<file path="config.mk">
export PLATFORM = sky130hd
export DESIGN_NAME = ext_idle_sched
export DESIGN_NICKNAME = d
export VERILOG_FILES = /design/src/rtl/ext_idle_sched.sv
export SDC_FILE = /design/constraint.sdc
export NUM_CORES = 1
export LEC_CHECK = 0
export ABC_AREA = 1
export ABC_CLOCK_PERIOD_IN_PS = 2190
export BUFFER_PORTS_ARGS = -buffer_cell sky130_fd_sc_hd__buf_2
export CORE_UTILIZATION = 50
export DETAILED_ROUTE_END_ITERATION = 6
export GPL_TIMING_DRIVEN = 0
export PLACE_DENSITY = 0.88
export RECOVER_POWER = 25
export REMOVE_ABC_BUFFERS = 1
export SYNTH_ARGS = -nofsm -noshare
export SYNTH_HDL_FRONTEND = slang
export SYNTH_SLANG_ARGS = --single-unit
export TNS_END_PERCENT = 20
</file>
<file path="constraint.sdc">
create_clock -name clk -period 2.19 [get_ports clk]
set_input_delay 0.1095 -clock clk [delete_from_list [all_inputs] [get_ports clk]]
set_output_delay 0.1095 -clock clk [all_outputs]
set_load 0.005 [all_outputs]
</file>
<file path="src/rtl/ext_idle_sched.sv">
module ext_idle_sched #(
  parameter int BUS_W  = 8,
  parameter int ADDR_W = 32,
  parameter int AREAS  = 4,
  parameter int MIN_W  = 4,
  localparam int AREA_W = (AREAS > 1) ? $clog2(AREAS) : 1
) (
  input  logic                   clk,
  input  logic                   rst_n,
  input  logic                   req_valid,
  output logic                   req_ready,
  input  logic [ADDR_W-1:0]      req_addr,
  input  logic                   req_write,
  input  logic [1:0]             req_size,
  input  logic [1:0]             req_mtype,
  input  logic [AREA_W-1:0]      req_area,
  input  logic [AREAS-1:0]       cfg_wait_ignore,
  input  logic [2*AREAS-1:0]     cfg_hold,
  input  logic [MIN_W*AREAS-1:0] cfg_min_idle,
  output logic                   cyc_valid,
  input  logic                   cyc_ready,
  output logic [ADDR_W-1:0]      cyc_addr,
  output logic                   cyc_write,
  output logic [AREA_W-1:0]      cyc_area,
  output logic [1:0]             cyc_pos,
  output logic                   cyc_last,
  output logic                   idle_slot
);
  localparam int BUS_BYTES = BUS_W / 8;
  localparam int BUS_LG    = $clog2(BUS_BYTES);
  localparam logic [1:0] MT_PLAIN = 2'd0;
  localparam logic [1:0] MT_SDRAM = 2'd1;

  logic              busy, first_q, div_q, write_q;
  logic [1:0]        left_q, mtype_q, size_eff, split_lg;
  logic [ADDR_W-1:0] addr_q;
  logic [AREA_W-1:0] area_q;
  logic [MIN_W-1:0]  idle_cnt, idle_next, min_q;
  logic              wait_need, read_need, take, fire;

  assign size_eff = (req_size == 2'd3) ? 2'd2 : req_size;
  assign split_lg = (int'(size_eff) > BUS_LG) ? 2'(int'(size_eff) - BUS_LG) : 2'd0;

  assign req_ready = !busy && (idle_cnt == '0);
  assign take      = req_valid && req_ready;
  assign fire      = cyc_valid && cyc_ready;

  assign cyc_valid = busy;
  assign cyc_addr  = addr_q;
  assign cyc_write = write_q;
  assign cyc_area  = area_q;
  assign cyc_last  = (left_q == 2'd0);
  assign cyc_pos   = !div_q ? 2'b00 : first_q ? 2'b01 : cyc_last ? 2'b11 : 2'b10;
  assign idle_slot = (idle_cnt != '0);

  assign wait_need = (mtype_q != MT_SDRAM) && !cfg_wait_ignore[area_q];
  assign read_need = !write_q &&
                     ((mtype_q != MT_PLAIN) || (cfg_hold[2*area_q +: 2] == 2'b00));
  assign min_q     = cfg_min_idle[MIN_W*area_q +: MIN_W];
  assign idle_next = (min_q > MIN_W'(wait_need || read_need)) ? min_q
                                                               : MIN_W'(wait_need || read_need);

  always_ff @(posedge clk or negedge rst_n) begin
    if (!rst_n) begin
      busy     <= 1'b0;
      first_q  <= 1'b0;
      div_q    <= 1'b0;
      write_q  <= 1'b0;
      left_q   <= 2'd0;
      mtype_q  <= 2'd0;
      addr_q   <= '0;
      area_q   <= '0;
      idle_cnt <= '0;
    end else if (take) begin
      busy    <= 1'b1;
      first_q <= 1'b1;
      div_q   <= (split_lg != 2'd0);
      write_q <= req_write;
      left_q  <= 2'((3'd1 << split_lg) - 3'd1);
      mtype_q <= req_mtype;
      addr_q  <= req_addr;
      area_q  <= req_area;
    end else if (fire) begin
      first_q <= 1'b0;
      if (cyc_last) begin
        busy     <= 1'b0;
        idle_cnt <= idle_next;
      end else begin
        left_q <= left_q - 2'd1;
        addr_q <= addr_q + ADDR_W'(BUS_BYTES);
      end
    end else if (idle_cnt != '0) begin
      idle_cnt <= idle_cnt - 1'b1;
    end
  end

  a_r9_no_take_busy: assert property (@(posedge clk) disable iff (!rst_n)
    (busy || idle_slot) |-> !req_ready);
  a_r9_hold_stall: assert property (@(posedge clk) disable iff (!rst_n)
    (cyc_valid && !cyc_ready) |=> (cyc_valid && $stable(cyc_addr) && $stable(cyc_pos)
                                   && $stable(cyc_last)));
  a_r7_no_gap_mid: assert property (@(posedge clk) disable iff (!rst_n)
    (fire && !cyc_last) |=> (cyc_valid && !idle_slot));
  a_r6_ext_read_idle: assert property (@(posedge clk) disable iff (!rst_n)
    (fire && cyc_last && !cyc_write && mtype_q != MT_PLAIN) |=> idle_slot);
  a_r8_count_down: assert property (@(posedge clk) disable iff (!rst_n)
    (idle_slot && !busy) |=> (idle_cnt == $past(idle_cnt) - 1'b1));
  a_r10_no_spurious: assert property (@(posedge clk) disable iff (!rst_n)
    (!busy && !take) |=> !cyc_valid);
endmodule

</file>
==> summary.txt <==
Pwr per Cell Area: 1150 nW/um^2
Post-layout nets: 720
CTS tree: built
Number of global-route vias before repair: 3515
GR met1 Demand/Resource: 38.1%
DP HPWL: 7170 um
Syn Inst Count: 528
Layout cells sized above 1: 25.7%
Reg2Reg Depth: 12
Cell mode on critical path: inv_1
Slew of the pin with the lowest slew margin: 1.20 ns
Starting Density: 52.4%
P_leak: 0.00215 uW
Tightest Hold Check Type: in -> reg
Ys Warns: 0
Reg2reg setup slack: 0.16 ns
Fin area: 4230 um^2
Num CTS Buffers: 5
Vias per cell: 5.41
Element type at the critical path end: flop
Slew margin rel.: 20.0%
Run status: finished clean
# port buffers: 111
Post-Synthesis Cell Area: 3340 um^2
Drt pass-1 iters: 5
Std-Cell Rows: 29
GR Layer Usage met2: 46.8%
Period utilization: 92.9%
Achievable frequency: 492 MHz
Synth cell types: 28
RR Endpoint: cyc_addr[9]$_DFFE_PN0P_
CTS Sinks: 46
Core Area: 6390 um^2
Clock Skew: 0.00346 ns
Placer Congestion: 0.931
Largest net degree at the start of global routing: 47
Initial antenna violation count: 0
Arr. time, crit path: 2.23 ns
Chip width: 83.8 um
# IOs: 112
FF+latch count, synth: 46
Die footprint: 7020 um^2
CTS Buffer Depth: 2
Post-synthesis sequential area ratio: 34.4%
First-pass GRT wire length: 16000 um
Crit-path cells: inv_1 -> ha_2 -> nand3_2 -> nor2_4 -> nand2_4 -> buf_12 -> nand2_8 -> inv_6 -> a21oi_1 -> nand2_1 -> o21ai_1 -> inv_1
Avg Inst Size Synth: 6.33 um^2
CP bufs+invs: 4
Most frequent cells in the layout: nand2_1 (165), buf_2 (110), nor2_1 (83)
Pwr Total: 4870 uW
DRC errors left: 0
Kind of critical path: reg -> reg
Fin. max-slew vios: 0
Final WL: 10100 um
Via Count: 3909
Worst EP required: 2.38 ns
H-tree levels: 2
Max VDD drop: 0.585 mV
Max_cap viols: 0
Clk_lat worst skew: 0.30 ns
Antenna cells: 0
RR Startpoint: idle_cnt[1]$_DFFE_PN0P_
Routed Antenna Nets: 0
Setup violators final: 0
Root Driver: clkbuf_8
Top cells by area, synth: dfrtp_1 (34%), nand2_1 (19%), nor2_1 (9.3%)
Area share of the largest cell type after synthesis: 34.4%
Overflow after GRT: 0
DP Area: 3940 um^2
Final Hold Fails: 0
Routed len/inst: 13.9 um
Min Tclk post-route: 2.03 ns
Kind of cell adding the most delay to the critical path: simple AND/OR/NAND/NOR gates
Initial detailed-routing violation count: 296
Worst Path Max Fanout: 37
Post-synth EDFFs: 0
Startpoint Class: flop
M3 GR Usage: 3.86%
Die height: 83.8 um
Fillcell total: 568
CP Depth: 12
Tot GR Track Use: 28.3%
Clock transition at the registers of the reported paths: 0.09 ns
Most common cell after layout, fill and taps aside: nand2_1
Layout area overhead: 26.4%
Worst setup path startpoint: idle_cnt[1]$_DFFE_PN0P_
Max incr delay on CP: 0.36 ns
Crit-path slowest cell: dfrtp_1
Async set or reset register ratio after synthesis: 100%
Top Usage Layer GRT: met2
Ys flop type: dfrtp_1
Crit path capture: cyc_addr[9]$_DFFE_PN0P_
Synth area leader: dfrtp_1
## metal layers
metal,vias up,wire length [um]
met4,0,242
li1,1936,-
met2,156,4790
met5,-,0
met1,1796,4360
met3,21,668
## cells by family (layout without fill, tap and decap cells)
| logic type | count (synthesis) | count (layout) | synth area share [%] |
|---|---|---|---|
| buf+inv | 67 | 183 | 8.42 |
| fa+ha+maj | 4 | 4 | 1.50 |
| simple gates | 319 | 321 | 40.0 |
| flops | 46 | 46 | 34.4 |
| xor+xnor | 11 | 11 | 2.88 |
| compound gates | 81 | 81 | 12.8 |
## layout make-up
| cell class | instances | area (um^2) | area share [%] |
|---|---|---|---|
| Clock buffer | 5 | 68.8 | 1.63 |
| Clock inverter | 3 | 40.0 | 0.947 |
| Inverter | 50 | 195 | 4.62 |
| Multi-Input combinational cell | 417 | 1970 | 46.6 |
| Sequential cell | 46 | 1150 | 27.3 |
| Tap cell | 77 | 96.3 | 2.28 |
| Timing Repair Buffer | 125 | 704 | 16.7 |
## tightest hold or removal path: stages
cell     delay (ns)
buf_2          0.07
nand2_1        0.04
o21ai_0        0.05
## synth_stat cells (3+ instances only)
master and n:
nand3_1 36, nand4_1 8, inv_2 13, nand3b_1 5, buf_2 12, nor3_1 8, nor2_2 6, dfrtp_1 46
nand2_2 3, o21ai_0 21, ha_1 4, inv_1 37, xor2_1 9, o21ai_1 33, o211ai_1 4, nand2_1 166
a21oi_1 14, nor2_1 83, o22ai_1 6
## worst min path at each step
| stage | cells after the start | endpoint | slack (ns) | start |
|---|---|---|---|---|
| finish | 3 | mtype_q[1]$_DFFE_PN0P_ | 0.01 | req_mtype[1] |
| global route | 3 | cyc_area[0]$_DFFE_PN0P_ | 0.03 | req_area[0] |
| CTS | 3 | mtype_q[1]$_DFFE_PN0P_ | 0.01 | req_mtype[1] |
| detailed placement | 3 | mtype_q[0]$_DFFE_PN0P_ | 0.31 | req_mtype[0] |
| global placement | 3 | mtype_q[0]$_DFFE_PN0P_ | 0.31 | req_mtype[0] |
| floorplan | 0 | cyc_addr[0]$_DFFE_PN0P_ | -0.19 | rst_n |
## per-stage QoR
| step | TNS, ns | instances | setup WS, ns | hold WS [ns] | utilization [%] |
|---|---|---|---|---|---|
| 3_5_place_dp | -13.23 | 701 | -0.696 | 0.308 | 61.7 |
| 3_3_place_gp | -61.96 | 699 | -2.03 | 0.306 | 61.1 |
| 2_1_floorplan | -20.53 | 511 | -0.784 | -0.186 | - |
| 6_report | 0 | 723 | 0.156 | 0.0140 | 66.2 |
| 4_1_cts | -0.00495 | 711 | -0.00495 | 0.0117 | 64.2 |
| 5_1_grt | -0.00189 | 723 | -0.00189 | 0.0253 | 66.2 |
## state kept, by name, indices dropped and copies added (netlist names)
register   count
idle_cnt       4
cyc_valid      1
cyc_addr      32
first_q        1
div_q          1
left_q         2
cyc_write      1
mtype_q        2
cyc_area       2
## power breakdown
part | total, uW | internal [uW] | leakage, uW | switching, uW
sequential | 1720 | 1240 | 0.000566 | 484
clock | 632 | 336 | 0.0000579 | 296
combinational | 2510 | 1060 | 0.00152 | 1450
total | 4870 | 2640 | 0.00215 | 2230
## timing repair
action                                  CTS  global route
pin swaps                                 1             3
gates cloned                              1             1
endpoints found under the setup margin   31            20
hold buffers                              1             0
setup buffers                             0            11
hold endpoints to repair                  1             0
gates resized for setup                   6             8
Note: power is estimated with default switching activity, not from simulation.
